### src/rtl/lmc_pkg.sv
package lmc_pkg;

   // Result of one channel's limit comparison for the current step
   typedef struct packed {
      logic over_hit;
      logic under_hit;
   } lmc_evt_t;

   // Reduction helper used by the action stage
   function automatic logic lmc_any(input logic [63:0] bits, input int n);
      logic r;
      r = 1'b0;
      for (int i = 0; i < 64; i++) begin
         if (i < n) r = r | bits[i];
      end
      return r;
   endfunction

endpackage

### src/rtl/lmc_action.sv
module lmc_action
   import lmc_pkg::*;
#(
   parameter int NUM_CH = 7
) (
   input  logic              clk,
   input  logic              rst_n,
   input  logic [NUM_CH-1:0] warn_hi,
   input  logic [NUM_CH-1:0] warn_lo,
   input  logic [NUM_CH-1:0] mask,
   input  logic              clk_kill_en,
   input  logic              reg_kill_en,
   output logic              pkt_flag,
   output logic              clk_disable,
   output logic              reg_disable
);

   logic [63:0] live;
   logic        any_live;

   always_comb begin
      live              = '0;
      live[NUM_CH-1:0]  = (warn_hi | warn_lo) & ~mask;
      any_live          = lmc_any(live, NUM_CH);
   end

   always_ff @(posedge clk or negedge rst_n) begin
      if (!rst_n) begin
         pkt_flag    <= 1'b0;
         clk_disable <= 1'b0;
         reg_disable <= 1'b0;
      end else begin
         pkt_flag    <= any_live;
         clk_disable <= any_live & clk_kill_en;
         reg_disable <= any_live & reg_kill_en;
      end
   end

   AST_FLAG_TRACK: assert property (@(posedge clk) disable iff (!rst_n) 1'b1 |=> (pkt_flag == $past(|((warn_hi | warn_lo) & ~mask))));
   AST_CLK_GATED: assert property (@(posedge clk) disable iff (!rst_n) !clk_kill_en |=> !clk_disable);
   AST_REG_GATED: assert property (@(posedge clk) disable iff (!rst_n) !reg_kill_en |=> !reg_disable);
   AST_IL_NEEDS_FLAG: assert property (@(posedge clk) disable iff (!rst_n) (clk_disable || reg_disable) |-> pkt_flag);

endmodule

### config.mk
export PLATFORM = sky130hd
export DESIGN_NAME = lmc_action
export DESIGN_NICKNAME = d
export VERILOG_FILES = /design/src/rtl/lmc_pkg.sv /design/src/rtl/lmc_action.sv
export SDC_FILE = /design/constraint.sdc
export NUM_CORES = 1
export LEC_CHECK = 0
export BUFFER_PORTS_ARGS = -buffer_cell sky130_fd_sc_hd__clkbuf_2
export CORE_AREA = 5 5 42 44
export CTS_BUF_LIST = sky130_fd_sc_hd__clkbuf_16
export DETAILED_ROUTE_END_ITERATION = 12
export DIE_AREA = 0 0 47 49
export SYNTH_ARGS = -nofsm -noshare
export SYNTH_HDL_FRONTEND = slang
export SYNTH_SLANG_ARGS = --single-unit
export TNS_END_PERCENT = 50
### constraint.sdc
create_clock -name clk -period 0.8 [get_ports clk]
set_input_delay 0.08 -clock clk [delete_from_list [all_inputs] [get_ports clk]]
set_output_delay 0.08 -clock clk [all_outputs]
set_load 0.01 [all_outputs]
# == Word-level counts from Yosys, hierarchy flattened ==
# Index checks and enable logic that the tools add are counted.
# totals
register_bits,3
inputBits,25
out_inout_bits,3
elab_cells,14
# op_classes
bitwise,11
# ops
operator,count
$and A7 B7 Y7,1
$not A7 Y7,1
$or A7 B7 Y7,1
$or A1 B1 Y1,6
$and A1 B1 Y1,2

# == Logic depth before layout (Yosys ltp) ==
# logic_depth
word_depth,9
mapped_depth,3
ltp_nobuf,3

# == Least setup slack after synthesis ==
# No wires, ideal clock.
# synth_timing
kind,input -> register
startpoint,input port warn_lo[4]
endpoint,register clk_disable
setup_ns,0.125
arrival_time_ns,0.495
required_ns,0.675
setup_slack_ns,0.180
stages,3
n_path_buf,0
cell_sequence,o21bai_1 > o2111a_1 > a21boi_1
# synth_between
elab_chain_cells,6
# synth_lines
item,line,rtl
start: declaration,lmc_action.sv:9,"input logic [NUM_CH-1:0] warn_lo,"
$or A7 B7 Y7,lmc_action.sv:23,live[NUM_CH-1:0] = (warn_hi | warn_lo) & ~mask;
$and A7 B7 Y7,lmc_action.sv:23,
$or A1 B1 Y1 (3 in a row),lmc_pkg.sv:14,if (i < n) r = r | bits[i];
$and A1 B1 Y1,lmc_action.sv:34,clk_disable <= any_live & clk_kill_en;
end signal: assignment,lmc_action.sv:34,
end: declaration,lmc_action.sv:14,"output logic clk_disable,"
# Every way passes these cells.

# == Worst setup path in the final report ==
# layout_timing
startpoint,register clk_disable
endpoint,output port clk_disable
# No word-level cell between the ends.

==> impl_metrics.py <==
metrics = {
    "outcome": {
        "status": "complete, no violations",
    },
    "logic_synthesis": {
        "syn_area_per_cell_um2": 11.3,
        "synth_top_area_frac": 0.441,
        "yosysWarnings": 0,
        "syn_area_um2": 170,
        "synthCells": 15,
        "synth_fp_nets": 40,
        "synth_area_leaders": "dfrtp_1 44%, o21bai_1 18%, o221a_4 12%",
        "synth-seq-cells": 3,
        "yosysSeqAreaShare": 0.441,
        "synth_top_area_cell": "dfrtp_1",
        "ys_types": 8,
    },
    "floorplan": {
        "core_region_area_um2": 1400,
        "dieWidth_um": 47,
        "start_util": 0.121,
        "ios": 28,
        "chipHeight_um": 49,
        "row_count": 14,
        "die_area_um2": 2300,
    },
    "cts": {
        "clockBufferDepth": 2,
        "cts_buffers": 3,
        "cts_setup_buffers": 0,
        "cts_tree": "yes",
        "clockRootBuffer": "clkbuf_16",
        "htree_levels": 1,
        "cts_sinks": 3,
        "clk_pin_slew_ns": 0.03,
    },
    "timing": {
        "setup_viol": 0,
        "drv_slew": 0,
        "rsz0062_at_grt": "yes",
        "period_share": 0.961,
        "fin_tns_setup_ns": 0,
        "worst_pin_slew_ns": 0.155,
        "fmax_mhz": 1300,
        "fin_hold_ws_ns": 0.0908,
        "hold_viol_final": 0,
        "max_slew_margin": 0.897,
        "post-route-min-period_ns": 0.769,
        "setup_ws_ns": 0.0314,
    },
    "drt": {
        "vias": 245,
        "dr.pass1.iters": 1,
        "detail-route-antenna-nets": 0,
        "routed_wl_um": 605,
        "wl_per_cell_um": 9.60,
        "drc": 0,
        "avgViaCountPerCell": 3.89,
        "drt_iter0_drc": 0,
    },
    "layout": {
        "final_common_cell": "clkbuf_2",
        "final-seq-area_um2": 75.1,
        "final_cell_count_no_fill": 63,
        "final_cell_mix": "27 x clkbuf_2, 4 x o21bai_1, 3 x nor2_1, 3 x dfrtp_1, 3 x clkbuf_16",
        "drive_above_1_share": 0.681,
        "diodes": 0,
        "multiInputGateArea_um2": 95.1,
        "nets": 73,
        "fillers": 155,
        "areaGrowthSynthToFinish_pct": 143,
    },
    "placed_design": {
        "pre_cts_ws_ns": 0.0409,
        "place_congestion": 0.610,
        "dp_cells": 58,
        "dpl.hpwl_um": 563,
        "port_buffers": 27,
    },
    "power": {
        "powerDensity_nw_per_um2": 2540,
        "p_leak_nw": 0.229,
        "vdd.ir_drop.worst_mv": 0.669,
    },
    "run": {
        "cap_viol_max_count": 0,
    },
    "setup_path": {
        "arrival_ns": 0.69,
        "crit_path_max_fanout": 1,
        "path_delay_family": "flip-flops",
        "worstPathRequired_ns": 0.72,
        "cp_slowest_cell": "dfrtp_1",
        "startpoint_type": "flop",
        "max_stage_delay_ns": 0.34,
        "critical_path.n_buffers_inverters": 1,
        "cp-end-kind": "primary output",
        "crit_chain": "clkbuf_2",
        "critical_path_class": "reg -> out",
    },
    "global_route": {
        "groute.usage.overall": 0.0605,
        "grt_max_degree": 4,
        "grt_pass1_wl_um": 966,
        "grt_pass1_vias": 283,
        "grt-ovfl-total": 0,
        "antenna_found_initial": 0,
    },
    "min_path": {
        "hp-class": "in -> reg",
    },
}
## per-stage QoR
| stage | cell area, um^2 | power (mW) | utilization |
|---|---|---|---|
| 6_report | 414 | 1.05 | 0.296 |
| 5_1_grt | 414 | 1.12 | 0.296 |
| 4_1_cts | 414 | 1.07 | 0.296 |
| 3_5_place_dp | 325 | 0.274 | 0.232 |
| 3_3_place_gp | 325 | 0.272 | 0.232 |
| 2_1_floorplan | 170 | 0.203 | - |
## cells in the mapped netlist
library cell  n
nand2_1       1
o221a_4       1
nor2_1        3
o2111a_1      1
dfrtp_1       3
a21boi_2      1
o21bai_1      4
a21boi_1      1
## kinds of logic after synthesis
| family | count (synthesis) | synth area share |
|---|---|---|
| simple gates | 4 | 0.0882 |
| flops | 3 | 0.441 |
| compound gates | 8 | 0.471 |
## layer usage
metal,up-vias,share of wire,global-route usage
met5,-,0,0
li1,120,-,-
met3,2,0.20,0.0185
met4,0,0.038,0.0691
met2,21,0.48,0.0950
met1,102,0.28,0.0526
## report_power, final
part | switching (mW) | leakage (nW) | total, mW | internal [mW]
combinational | 0.0398 | 0.154 | 0.112 | 0.0717
sequential | 0.00161 | 0.0325 | 0.162 | 0.160
clock | 0.134 | 0.0423 | 0.778 | 0.644
## final timing paths
check / startpoint / to / slack [ns] / cells past startpoint
max in group asynchronous: rst_n / pkt_flag$_DFF_PN0_ / 0.51 / 2
worst max-delay path: clk_disable$_DFF_PN0_ / clk_disable / 0.03 / 1
worst min-delay path: clk_kill_en / clk_disable$_DFF_PN0_ / 0.09 / 2
min in group asynchronous: rst_n / clk_disable$_DFF_PN0_ / 0.19 / 2
## state kept, by name (all words and copies together) (netlist names)
register / count
pkt_flag: 1
reg_disable: 1
clk_disable: 1
## final cells by class
class / instances / share of cell area
repair buffers: 28 / 0.350
multi-input cells: 12 / 0.230
flip-flops and latches: 3 / 0.181
clock buffers: 3 / 0.181
well taps: 16 / 0.0483
clock inverters: 1 / 0.00906
## timing repair
item | in CTS | in global routing
gates resized for setup | 0 | 0
endpoints found under the setup margin | 0 | 1
hold buffers | 1 | 0
hold endpoints to repair | 3 | 0
(Power assumes the default switching activity.)
